**config.mk**
```make
export PLATFORM = sky130hd
export DESIGN_NAME = evt_status_irq
export DESIGN_NICKNAME = d
export VERILOG_FILES = /design/src/rtl/evt_status_irq.sv
export SDC_FILE = /design/constraint.sdc
export NUM_CORES = 1
export LEC_CHECK = 0
export BUFFER_PORTS_ARGS = -buffer_cell sky130_fd_sc_hd__buf_2
export CAP_MARGIN = 10
export CORE_MARGIN = 2
export CORE_UTILIZATION = 32
export CTS_BUF_LIST = sky130_fd_sc_hd__clkbuf_2 sky130_fd_sc_hd__clkbuf_4 sky130_fd_sc_hd__clkbuf_8
export DETAILED_ROUTE_END_ITERATION = 16
export PLACE_DENSITY_LB_ADDON = 0.08
export SLEW_MARGIN = 20
export SYNTH_ARGS = -nofsm -noshare
export SYNTH_HDL_FRONTEND = slang
export SYNTH_SLANG_ARGS = --single-unit
```
**constraint.sdc**
```tcl
create_clock -name clk -period 1.51 [get_ports clk]
set_clock_uncertainty 0.2 [all_clocks]
set_input_delay 0.302 -clock clk [delete_from_list [all_inputs] [get_ports clk]]
set_output_delay 0.302 -clock clk [all_outputs]
set_load 0.01 [all_outputs]
```
**src/rtl/evt_status_irq.sv**
```systemverilog
module evt_status_irq #(
  parameter int CNT_W    = 14,
  parameter int WRAP_LSB = 12,
  parameter int FLT_W    = 8
) (
  input  logic             clk,
  input  logic             rst_n,
  input  logic             cap_evt,
  input  logic             cnt_valid,
  input  logic [CNT_W-1:0] cnt_val,
  input  logic [FLT_W-1:0] fault_vec,
  input  logic             cap_irq_en,
  input  logic             roll_irq_en,
  input  logic             cap_read_clr,
  input  logic             pos_read_clr,
  input  logic             restart,
  output logic [7:0]       status,
  output logic             irq_n,
  output logic             interp_off
);
  logic [CNT_W-1:0] prev_cnt;
  logic primed, zc_q, zcl_q, mcr_q, mcrl_q, off_q;
  logic any_flt, roll_evt, irq_req;

  assign any_flt  = |fault_vec;
  assign roll_evt = cnt_valid && primed &&
                    ((cnt_val >> WRAP_LSB) != (prev_cnt >> WRAP_LSB));
  assign irq_req  = any_flt | (zc_q & cap_irq_en) | (mcr_q & roll_irq_en);

  always_ff @(posedge clk or negedge rst_n) begin
    if (!rst_n) begin
      prev_cnt <= '0;
      primed   <= 1'b0;
    end else if (cnt_valid) begin
      prev_cnt <= cnt_val;
      primed   <= 1'b1;
    end
  end

  always_ff @(posedge clk or negedge rst_n) begin
    if (!rst_n) begin
      zc_q  <= 1'b0;
      zcl_q <= 1'b0;
    end else begin
      if (cap_evt)           zc_q  <= 1'b1;
      else if (cap_read_clr) zc_q  <= 1'b0;
      if (cap_evt && zc_q)   zcl_q <= 1'b1;
      else if (cap_read_clr) zcl_q <= 1'b0;
    end
  end

  always_ff @(posedge clk or negedge rst_n) begin
    if (!rst_n) begin
      mcr_q  <= 1'b0;
      mcrl_q <= 1'b0;
    end else begin
      if (roll_evt)           mcr_q  <= 1'b1;
      else if (pos_read_clr)  mcr_q  <= 1'b0;
      if (roll_evt && mcr_q)  mcrl_q <= 1'b1;
      else if (pos_read_clr)  mcrl_q <= 1'b0;
    end
  end

  always_ff @(posedge clk or negedge rst_n) begin
    if (!rst_n)       off_q <= 1'b0;
    else if (any_flt) off_q <= 1'b1;
    else if (restart) off_q <= 1'b0;
  end

  assign status     = {2'b00, any_flt, irq_req, zcl_q, zc_q, mcrl_q, mcr_q};
  assign irq_n      = ~irq_req;
  assign interp_off = off_q;
endmodule


```
# After elaboration in Yosys (flattened, before gate mapping)

Index checks and enable logic that the tools add are counted.

Equality and inequality tests: 1
Muxes and demuxes: 8
Bitwise gates (word level): 5
Reductions and logical operators: 10

Operator list:

| operator          | number |
|---|---|
| $reduce_bool 2->1 | 5 |
| $mux 1            | 8 |
| $reduce_or 8->1   | 1 |
| $logic_and 1x1->1 | 4 |
| $and 1x1->1       | 2 |
| $ne 2x2->1        | 1 |
| $or 1x1->1        | 2 |
| $not 1->1         | 1 |

Bits in registers: 20
Input bits: 31
Output and inout port bits: 10
Logic and storage cells: 31

# Depth between registers and ports, before layout

Depth after elaboration: 4
Mapped depth: 4
Mapped depth without buffers: 3

# Worst setup path after synthesis

No wires, ideal clock.

Path kind: input to output
Start point: input port fault_vec[1]
End point: output port status[4]
Arrival: 1.087 ns
Data required time: 1.008 ns
Setup slack: -0.079 ns
Stages on the path: 4
Path buffers: 1
Path through: nor4_2 -> nand2_1 -> a221o_1 -> buf_4

Cells in the longest elaborated chain, start to end: 3

Ends and longest elaborated chain:

| element                 | RTL line | RTL |
|---|---|---|
| start, declared         | 11       | `input logic [FLT_W-1:0] fault_vec,` |
| $reduce_or 8->1         | 25       | `assign any_flt = \|fault_vec;` |
| via any_flt             | 23       | `logic any_flt, roll_evt, irq_req;` |
| $or 1x1->1 (2 in a row) | 28       | `assign irq_req = any_flt \| (zc_q & cap_irq_en) \| (mcr_q & roll_irq_en);` |
| end, declared           | 17       | `output logic [7:0] status,` |

The timed path passes the listed nets, and every way through them passes these cells.

# Worst setup path in the final report

Start point: input port fault_vec[0]
End point: output port status[4]

Cells in the longest elaborated chain, start to end: 3

Ends and longest elaborated chain:

| element                 | RTL line |
|---|---|
| $reduce_or 8->1         | 25 |
| $or 1x1->1 (2 in a row) | 28 |

Every way passes these cells.

==> run summary <==
Status - finished with violations
Failing checks - negative setup slack
Final instance area - 603 µm²
Drt first-iter violations - 6
IO Count - 41
Vias in the first global route - 291
Clk root buf - clkbuf_4
CTS H-tree lvls - 1
Max Slew Vio Count - 0
Number of synthesis warnings - 0
Post-place instance area - 532 µm²
Peak VDD IR - 448 µV
Worst Min Path Start - pos_read_clr
Largest net degree at the start of global routing - 9
Core box area - 1160 µm²
Final wirelength - 811 µm
Final non-filler cell total - 76
Fin. Hold Viols - 0
Total number of vias - 338
R2R Path Start - prev_cnt[13]
# rows - 12
CTS clk-pin slew, worst paths - 0.05 ns
Arr. time, crit path - 1.19 ns
GRT Util Overall - 12.5%
Skew-Pair Late Insertion Delay - 0.25 ns
Initial Util - 35.9%
Nets@finish - 95
RSZ-0062 raised after global routing - true
Global-route wire length before repair - 1170 µm
Crit end category - primary output
CTS Sinks - 8
Sequential fraction of the synthesis area - 48.2%
Placed Cells - 71
Max-cap violation count - 0
Post-DR wirelength/cell - 10.7 µm
DP HPWL - 611 µm
Cells after Synth - 37
Final setup margin - -0.178 ns
Power Dens Cells - 844 nW/µm²
Initial antenna violation count - 0
Commonest non-fill, non-tap cell in the layout - buf_2
Synth-to-layout area growth - 45.2%
Required time worst endpoint - 1.01 ns
Layout cell share with drive strength beyond 1 - 59.7%
Final setup violation count - 3
Number of routed nets with antenna violations - 0
Die Width - 40.0 µm
DRC Markers - 0
Grt total ovfl - 0
Period utilization - 112%
Worst-path fanout max - 3
Die footprint - 1600 µm²
Hold Crit Class - in2reg
Router iterations before antenna repair - 2
Die H - 40.0 µm
Clock buffer count from CTS - 3
Syn Std Cell Area - 415 µm²
Crit path kind - in2out
Vias per Instance - 4.45
Synthesized area per cell - 11.2 µm²
Yosys reg bits - 8
CTS max path bufs - 2
Diode count - 0
Max Clock Freq - 0.592 GHz
Cell variety after synth - 18
Most frequent cells in the layout - 22 x buf_2, 8 x dfrtp_1, 5 x buf_6, 3 x inv_1, 3 x clkbuf_4
CTS tree - done
Gpl congestion - 0.583
Static leakage - 0.289 nW
I/O Buffers - 26
Worst Setup SP - fault_vec[0]
Minimum clock period - 1.69 ns
Crit path launch type - input port
[path summary, 6_finish.rpt]
kind / endpoint / slack, ns / cells after the start
min: mcr_q / 0.04 / 2
max in group asynchronous: mcrl_q / 0.74 / 2
min in group asynchronous: mcr_q / 0.21 / 2
max reg2reg: mcr_q / 0.31 / 3
max: status[4] / -0.18 / 5
min reg2reg: primed / 0.28 / 1
[per-stage QoR]
step / total power, W / hold slack (ns) / util [%] / worst slack [ns] / TNS [ns]
5_1_grt: 0.000543 / 0.0266 / 52.2 / -0.252 / -0.682
6_report: 0.000509 / 0.0407 / 52.2 / -0.178 / -0.458
2_1_floorplan: 0.000311 / -0.194 / - / -0.0515 / -0.0704
3_5_place_dp: 0.000342 / -0.0500 / 46.0 / -0.226 / -0.532
3_3_place_gp: 0.000341 / -0.0443 / 46.0 / -0.230 / -0.550
4_1_cts: 0.000519 / 0.0360 / 51.8 / -0.188 / -0.519
[state kept, by name, indices dropped and copies added (netlist names)]
| signal | count |
|---|---|
| zcl_q | 1 |
| mcrl_q | 1 |
| zc_q | 1 |
| interp_off | 1 |
| prev_cnt | 2 |
| primed | 1 |
| mcr_q | 1 |
[power by group]
| part | internal (W) | switching, W | leakage, nW |
|---|---|---|---|
| Sequential | 0.000234 | 0.0000119 | 0.0874 |
| Clock | 0.0000910 | 0.0000738 | 0.0138 |
| Combinational | 0.0000527 | 0.0000463 | 0.188 |
| Total | 0.000377 | 0.000132 | 0.289 |
[cell type report]
cell class | count | area [µm²]
fillers | 117 | 553
flip-flops and latches | 8 | 200
repair buffers | 29 | 184
multi-input cells | 19 | 168
clock buffers | 3 | 22.5
well taps | 14 | 17.5
inverters | 3 | 11.3
[cell families after synthesis]
family | Yosys count | share of synthesized area, %
flip-flops | 8 | 48.2
AND/OR/NAND/NOR | 6 | 11.1
buffers and inverters | 11 | 17.2
other | 1 | 0.903
AO/OA/AOI/OAI | 7 | 13.0
XOR/XNOR | 2 | 4.22
multiplexers | 2 | 5.42
[per-layer routing]
layer	share of wire [%]	up-vias	global-route usage, %	wire [µm]
met5	0	-	0	0
met4	0	0	5.17	0
met3	13	0	8.89	103
met2	48	21	18.5	388
met1	39	148	13.5	319
li1	-	169	-	-
[cells in the mapped netlist (all sizes together)]
cell type,number,area (µm²)
buf,8,60.1
dfrtp,8,200
inv,3,11.3
mux2,2,22.5
nor4,2,25.0
xor2,2,17.5
a21o,1,7.51
a221o,1,10.0
a221oi,1,8.76
a22o,1,8.76
conb,1,3.75
nand2,1,3.75
nand2b,1,6.26
nand3,1,5.00
o211ai,1,7.51
o21ai,1,5.00
o22ai,1,6.26
or2,1,6.26
[worst max-delay path, cell delays in order]
cell and delay (ns):
buf_6 0.09, nor4_4 0.29, nand2_2 0.10, a221o_1 0.26
buf_2 0.14
[what timing repair did]
action	in CTS	in global routing
pin swaps	3	1
hold buffers	1	0
endpoints found under the setup margin	3	3
gates cloned	0	0
resized for setup	5	1
buffers inserted	1	1
endpoints found under the hold margin	8	0
Power figures use the tool's default switching activity.
